==> src/rtl/tx100_sym_pkg.sv <==
`timescale 1ns/1ps
package tx100_sym_pkg;
   localparam int NIB_W = 4;
   localparam int CG_W  = NIB_W + 1;

   typedef logic [CG_W-1:0] cg_t;

   localparam cg_t CG_IDLE = 5'b11111;
   localparam cg_t CG_J    = 5'b11000;
   localparam cg_t CG_K    = 5'b10001;
   localparam cg_t CG_T    = 5'b01101;
   localparam cg_t CG_R    = 5'b00111;
   localparam cg_t CG_HALT = 5'b00100;

   typedef enum logic [1:0] {
      FR_IDLE = 2'd0,
      FR_SOF2 = 2'd1,
      FR_DATA = 2'd2,
      FR_EOF2 = 2'd3
   } fr_state_t;

   function automatic cg_t map_nibble(input logic [NIB_W-1:0] n);
      cg_t c;
      case (n)
         4'h0: c = 5'b11110;
         4'h1: c = 5'b01001;
         4'h2: c = 5'b10100;
         4'h3: c = 5'b10101;
         4'h4: c = 5'b01010;
         4'h5: c = 5'b01011;
         4'h6: c = 5'b01110;
         4'h7: c = 5'b01111;
         4'h8: c = 5'b10010;
         4'h9: c = 5'b10011;
         4'hA: c = 5'b10110;
         4'hB: c = 5'b10111;
         4'hC: c = 5'b11010;
         4'hD: c = 5'b11011;
         4'hE: c = 5'b11100;
         default: c = 5'b11101;
      endcase
      return c;
   endfunction
endpackage

==> src/rtl/tx100_timebase.sv <==
`timescale 1ns/1ps
module tx100_timebase #(
   parameter int BIT_DIV = 2,
   parameter int SLOTS   = 5
) (
   input  logic clk,
   input  logic rst_n,
   output logic bit_ce,
   output logic grp_ce
);
   localparam int SLOT_W = (SLOTS > 1) ? $clog2(SLOTS) : 1;
   localparam logic [SLOT_W-1:0] SLOT_LAST = SLOT_W'(SLOTS - 1);

   logic [SLOT_W-1:0] slot_q;

   generate
      if (BIT_DIV < 1) begin : g_bad_div
         $error("BIT_DIV must be at least 1");
      end
      if (SLOTS < 2) begin : g_bad_slots
         $error("SLOTS must be at least 2");
      end

      if (BIT_DIV == 1) begin : g_full_rate
         assign bit_ce = 1'b1;
      end else begin : g_divided
         localparam int DIV_W = $clog2(BIT_DIV);
         localparam logic [DIV_W-1:0] DIV_LAST = DIV_W'(BIT_DIV - 1);
         logic [DIV_W-1:0] div_q;
         always_ff @(posedge clk or negedge rst_n) begin
            if (!rst_n)               div_q <= '0;
            else if (div_q == DIV_LAST) div_q <= '0;
            else                      div_q <= div_q + 1'b1;
         end
         assign bit_ce = (div_q == DIV_LAST);
      end
   endgenerate

   always_ff @(posedge clk or negedge rst_n) begin
      if (!rst_n) begin
         slot_q <= '0;
      end else if (bit_ce) begin
         if (slot_q == SLOT_LAST) slot_q <= '0;
         else                     slot_q <= slot_q + 1'b1;
      end
   end

   assign grp_ce = bit_ce && (slot_q == SLOT_LAST);
endmodule

==> src/rtl/tx100_framer.sv <==
`timescale 1ns/1ps
module tx100_framer
   import tx100_sym_pkg::*;
(
   input  logic             clk,
   input  logic             rst_n,
   input  logic             grp_ce,
   input  logic [NIB_W-1:0] txd,
   input  logic             txen,
   input  logic             txer,
   input  logic             byp_enc,
   output cg_t              code
);
   fr_state_t st_q, st_d;

   always_comb begin
      st_d = st_q;
      code = CG_IDLE;
      if (byp_enc) begin
         code = {txer, txd};
         st_d = FR_IDLE;
      end else begin
         case (st_q)
            FR_IDLE: begin
               if (txen) begin
                  code = CG_J;
                  st_d = FR_SOF2;
               end
            end
            FR_SOF2: begin
               code = CG_K;
               st_d = FR_DATA;
            end
            FR_DATA: begin
               if (txen) begin
                  code = txer ? CG_HALT : map_nibble(txd);
               end else begin
                  code = CG_T;
                  st_d = FR_EOF2;
               end
            end
            default: begin
               code = CG_R;
               st_d = FR_IDLE;
            end
         endcase
      end
   end

   always_ff @(posedge clk or negedge rst_n) begin
      if (!rst_n)      st_q <= FR_IDLE;
      else if (grp_ce) st_q <= st_d;
   end
endmodule

==> src/rtl/tx100_serializer.sv <==
`timescale 1ns/1ps
module tx100_serializer
   import tx100_sym_pkg::*;
(
   input  logic clk,
   input  logic rst_n,
   input  logic bit_ce,
   input  logic grp_ce,
   input  cg_t  code,
   output logic bit_o
);
   cg_t sr_q;

   always_ff @(posedge clk or negedge rst_n) begin
      if (!rst_n) begin
         sr_q <= CG_IDLE;
      end else if (bit_ce) begin
         if (grp_ce) sr_q <= code;
         else        sr_q <= {sr_q[CG_W-2:0], 1'b0};
      end
   end

   assign bit_o = sr_q[CG_W-1];
endmodule

==> src/rtl/tx100_scrambler.sv <==
`timescale 1ns/1ps
module tx100_scrambler #(
   parameter int                  LEN  = 11,
   parameter int                  TAP  = 9,
   parameter logic [LEN-1:0]      SEED = '1
) (
   input  logic clk,
   input  logic rst_n,
   input  logic bit_ce,
   input  logic bypass,
   input  logic din,
   output logic dout
);
   logic [LEN-1:0] s_q;
   logic           key;

   generate
      if (TAP < 1 || TAP >= LEN) begin : g_bad_tap
         $error("TAP must lie between 1 and LEN-1");
      end
      if (SEED == '0) begin : g_bad_seed
         $error("SEED must be nonzero");
      end
   endgenerate

   assign key  = s_q[LEN-1] ^ s_q[TAP-1];
   assign dout = bypass ? din : (din ^ key);

   always_ff @(posedge clk or negedge rst_n) begin
      if (!rst_n)      s_q <= SEED;
      else if (bit_ce) s_q <= {s_q[LEN-2:0], key};
   end
endmodule

==> src/rtl/tx100_line_coder.sv <==
`timescale 1ns/1ps
module tx100_line_coder (
   input  logic       clk,
   input  logic       rst_n,
   input  logic       bit_ce,
   input  logic       din,
   output logic       nrz_o,
   output logic       nrzi_o,
   output logic [1:0] mlt3_o
);
   logic [1:0] phase_q;

   always_ff @(posedge clk or negedge rst_n) begin
      if (!rst_n) begin
         nrz_o   <= 1'b0;
         nrzi_o  <= 1'b0;
         phase_q <= 2'd0;
      end else if (bit_ce) begin
         nrz_o <= din;
         if (din) begin
            nrzi_o  <= ~nrzi_o;
            phase_q <= phase_q + 2'd1;
         end
      end
   end

   always_comb begin
      case (phase_q)
         2'd1:    mlt3_o = 2'b01;
         2'd3:    mlt3_o = 2'b11;
         default: mlt3_o = 2'b00;
      endcase
   end
endmodule

==> src/rtl/tx100_symbol_path.sv <==
`timescale 1ns/1ps
module tx100_symbol_path #(
   parameter int               BIT_DIV   = 2,
   parameter int               LFSR_LEN  = 11,
   parameter int               LFSR_TAP  = 9,
   parameter logic [LFSR_LEN-1:0] LFSR_SEED = '1
) (
   input  logic       clk,
   input  logic       rst_n,
   input  logic [3:0] txd_i,
   input  logic       txen_i,
   input  logic       txer_i,
   input  logic       byp_enc_i,
   input  logic       byp_scr_i,
   output logic       nib_stb_o,
   output logic       tx_nrz_o,
   output logic       nrzi_o,
   output logic [1:0] mlt3_o
);
   import tx100_sym_pkg::*;

   logic bit_ce, grp_ce, ser_bit, scr_bit;
   cg_t  code;

   tx100_timebase #(.BIT_DIV(BIT_DIV), .SLOTS(CG_W)) u_tb (
      .clk(clk), .rst_n(rst_n), .bit_ce(bit_ce), .grp_ce(grp_ce)
   );

   tx100_framer u_fr (
      .clk(clk), .rst_n(rst_n), .grp_ce(grp_ce),
      .txd(txd_i), .txen(txen_i), .txer(txer_i),
      .byp_enc(byp_enc_i), .code(code)
   );

   tx100_serializer u_ser (
      .clk(clk), .rst_n(rst_n), .bit_ce(bit_ce), .grp_ce(grp_ce),
      .code(code), .bit_o(ser_bit)
   );

   tx100_scrambler #(.LEN(LFSR_LEN), .TAP(LFSR_TAP), .SEED(LFSR_SEED)) u_scr (
      .clk(clk), .rst_n(rst_n), .bit_ce(bit_ce), .bypass(byp_scr_i),
      .din(ser_bit), .dout(scr_bit)
   );

   tx100_line_coder u_lc (
      .clk(clk), .rst_n(rst_n), .bit_ce(bit_ce), .din(scr_bit),
      .nrz_o(tx_nrz_o), .nrzi_o(nrzi_o), .mlt3_o(mlt3_o)
   );

   assign nib_stb_o = grp_ce;
endmodule

==> config.mk <==
export PLATFORM = sky130hd
export DESIGN_NAME = tx100_symbol_path
export DESIGN_NICKNAME = d
export VERILOG_FILES = /design/src/rtl/tx100_sym_pkg.sv /design/src/rtl/tx100_timebase.sv /design/src/rtl/tx100_framer.sv /design/src/rtl/tx100_serializer.sv /design/src/rtl/tx100_scrambler.sv /design/src/rtl/tx100_line_coder.sv /design/src/rtl/tx100_symbol_path.sv
export SDC_FILE = /design/constraint.sdc
export NUM_CORES = 1
export LEC_CHECK = 0
export ABC_AREA = 1
export BUFFER_PORTS_ARGS = -buffer_cell sky130_fd_sc_hd__buf_2
export CAP_MARGIN = 20
export CORE_MARGIN = 10
export CORE_UTILIZATION = 29
export DETAILED_ROUTE_END_ITERATION = 7
export HOLD_SLACK_MARGIN = 0.15
export PLACE_DENSITY = 0.43
export SLEW_MARGIN = 20
export SYNTH_ARGS = -nofsm -noshare
export SYNTH_HDL_FRONTEND = slang
export SYNTH_HIERARCHICAL = 1
export SYNTH_SLANG_ARGS = --single-unit
==> constraint.sdc <==
create_clock -name clk -period 1.3 [get_ports clk]
set_input_delay 0 -clock clk [delete_from_list [all_inputs] [get_ports clk]]
set_output_delay 0 -clock clk [all_outputs]
set_load 0.03 [all_outputs]
==> impl_metrics.json <==
{
  "worst_setup_path_end_kind": "flop",
  "upper_clock_frequency_limit_ghz": 0.736,
  "synth.yosys.seq_area_share_pct": 45.9,
  "clock_tree.htree_level_count": 1,
  "coreArea_um2": 4820,
  "fp.dieH_um": 91.0,
  "routed-wl-met2_um": 1540,
  "synth_mux_area_share_pct": 0,
  "synth_compound_gate_area_share_pct": 6.16,
  "cts_made_buffers": 3,
  "buffer_ports.inserted": 14,
  "grt_start_max_net_pins": 32,
  "synth_cell_types": 19,
  "min_period_over_period_pct": 104,
  "timing_worst_slew_pin_value_ns": 0.588,
  "cts_tree": "yes",
  "detail_route_met3_wl_um": 94,
  "floorplan.die.width_um": 91.0,
  "final_util_pct": 42.6,
  "grt_pass1_vias": 1337,
  "worst_ep_arrival_time_ns": 1.57,
  "synth_seq_cells": 26,
  "io-pin-count": 15,
  "detail_route.first_pass.iterations": 4,
  "drv.max_cap_violation_count": 0,
  "cellPowerDensity_nw_per_um2": 1100,
  "routed-via-count": 1280,
  "fraction_of_layout_cells_with_a_size_suffix_above_1_pct": 36.8,
  "pwr-share-seq_pct": 40.2,
  "net_switching_power_mw": 0.670,
  "setup_tns_ns": -0.258,
  "final.setup_skew_ns": 0.00399,
  "remaining_drc_errors": 0,
  "rows": 25,
  "first_pass_grt_wire_length_um": 5880,
  "failing_checks": "setup timing",
  "avgRoutedWirePerCell_um": 10.8,
  "switching_share_pct": 29.6,
  "startpoint_type": "flop",
  "finalHoldViolations": 0,
  "global_route_usage_over_all_layers_pct": 8.21,
  "worstPathMaxFanout": 3,
  "routed_via_density": 4.18,
  "post_synth_instance_area_um2": 1460,
  "rsz0062_at_grt": "yes",
  "synth_top_family_by_area": "simple AND/OR/NAND/NOR gates",
  "design.die.area_um2": 8280,
  "run_status": "complete, but fails checks",
  "timing.slew.headroom_pct": 60.8,
  "wirelength_met1_um": 1640,
  "layout.nets": 258,
  "synthAdderAreaFrac_pct": 6.85,
  "synth-simple-area-share_pct": 31.1,
  "power.leakage_nw": 1.02,
  "post_synth_xor_area_fraction_pct": 0,
  "timing.critical_path.required_ns": 1.51,
  "number_of_drc_markers_after_the_initial_detailed_route_iteration": 49,
  "globalRoute.totalOverflow": 0,
  "clock_net_sink_count": 26,
  "power_frac_comb_pct": 30.2,
  "path_clk_slew_ns": 0.09,
  "clk-insertion-delay-late_ns": 0.27,
  "antenna_cells": 0,
  "clock-root-buffer": "clkbuf_8",
  "synthesis_to_finish_area_growth_pct": 40.4,
  "dr.max_layer_used": "met4",
  "setup_viol_count_final": 7,
  "routed_wl_um": 3290,
  "final_max_slew_viol_count": 0,
  "synth_fp_nets": 214,
  "grt_antenna_before_repair": 0,
  "setup_slack_ns": -0.0578,
  "total_power_mw": 2.27,
  "avgSynthCellArea_um2": 7.46,
  "setup.worst_path.class": "flop to flop",
  "share_clk_of_total_power_pct": 29.6,
  "final_antenna_net_count": 0,
  "synthCells": 196,
  "power.internal_mw": 1.60,
  "routability_congestion_estimate_from_global_placement": 0.836,
  "tightest_hold_check_type": "input port to flop",
  "period_needed_ns": 1.36,
  "initial_core_util_pct": 30.3,
  "clock_path_buffers": 2,
  "count_of_synthesis_stage_warnings_from_yosys": 6,
  "max-vdd-ir-drop_mv": 0.575,
  "dp_hpwl_um": 2180
}
-- per-layer routing --
| metal | track usage (%) | vias to the layer above |
|---|---|---|
| met5 | 0 | - |
| met4 | 2.35 | 0 |
| met3 | 2.22 | 2 |
| met2 | 13.5 | 10 |
| met1 | 10.3 | 573 |
| li1 | - | 695 |
-- cell families after synthesis --
logic type,after synthesis
buffers and inverters,37
adder cells (fa/ha/maj),8
AND/OR/NAND/NOR,107
AO/OA/AOI/OAI,18
flip-flops,26
-- Yosys cell counts, drive strengths merged --
cell	count	area, um^2
nor2	12	50.1
inv	36	135
a21oi	3	15.0
nand3	18	90.1
o21ai	15	75.1
nor3	2	15.0
ha	8	100
dfrtp	10	250
nand4	3	18.8
buf	1	11.3
dfstp	16	420
or2	2	12.5
nand2	70	268
-- final timing paths --
kind	from	endpoint	slack, ns	cells past startpoint
max reg2reg	u_fr/st_q[1]	u_ser/sr_q[3]	-0.06	9
max	u_fr/st_q[1]	u_ser/sr_q[3]	-0.06	9
min	byp_scr_i	u_lc/phase_q[0]	0.17	6
min in group asynchronous	rst_n	u_lc/nrzi_o	0.25	2
max in group asynchronous	rst_n	u_tb/bit_ce	0.63	2
min reg2reg	u_scr/s_q[6]	u_scr/s_q[7]	0.46	2
-- placed cells by master, fill, tap and decap left out, types with 3 or more instances in the layout --
cell	netlist	final
clkbuf_8	0	3
nand3_1	18	17
nand4_1	3	3
dlygate4sd3_1	0	5
nor2_4	0	3
buf_4	0	16
ha_4	0	5
o21ai_1	5	5
buf_2	0	12
dfrtp_1	10	8
inv_2	5	9
buf_6	1	7
inv_1	31	25
nand2_2	2	4
nor2_1	10	9
dfstp_2	16	16
nand2_1	68	65
o21ai_0	10	9
-- registers in the layout (all words and copies together) (netlist names) --
register,cells
u_scr/s_q,11
u_ser/sr_q,5
u_tb/slot_q,3
u_fr/st_q,2
u_lc/phase_q,2
u_lc/nrz_o,1
u_lc/nrzi_o,1
u_tb/bit_ce,1
-- layout make-up --
type | count | area (um^2)
clock inverters | 1 | 30.0
repair buffers | 40 | 309
clock buffers | 3 | 41.3
well taps | 67 | 83.8
inverters | 36 | 141
flip-flops and latches | 26 | 673
multi-input cells | 133 | 773
fillers | 505 | 2770
-- worst max-delay path, cell delays in order, from the launching register on --
cell and delay (ns):
dfrtp_2 0.44, buf_4 0.15, ha_4 0.16, or2_1 0.23, nand3_1 0.07, nand2_1 0.05
inv_1 0.04, nand2_1 0.04, nand3_1 0.06, nand2_1 0.06
-- stage by stage --
step / setup WS [ns] / hold slack, ns / instances / area, um^2
final: -0.0578 / 0.175 / 306 / 2050
after global routing: -0.165 / 0.210 / 306 / 2050
after CTS: -0.0595 / 0.169 / 303 / 1980
after detailed placement: -0.107 / 0.0427 / 284 / 1680
after global placement: -0.107 / 0.0486 / 284 / 1680
after floorplan: 0.000866 / -0.296 / 196 / 1480
-- power groups by stage --
| stage | Combinational (mW) | Clock [mW] | Sequential, mW |
|---|---|---|---|
| 4_1_cts | 0.636 | 0.706 | 0.913 |
| 5_1_grt | 0.776 | 0.731 | 0.920 |
| 3_3_place_gp | 0.507 | 0 | 0.926 |
| 2_1_floorplan | 0.319 | 0 | 0.947 |
| 3_5_place_dp | 0.502 | 0 | 0.926 |
| 6_report | 0.685 | 0.670 | 0.911 |
-- timing repair --
item / in CTS / in global routing
resized for setup: 28 / 13
setup endpoints to repair: 9 / 14
endpoints found under the hold margin: 29 / 0
cloned: 1 / 0
pin swaps: 23 / 8
buffers inserted: 9 / 3
hold buffers: 5 / 0
Power figures use the tool's default switching activity.
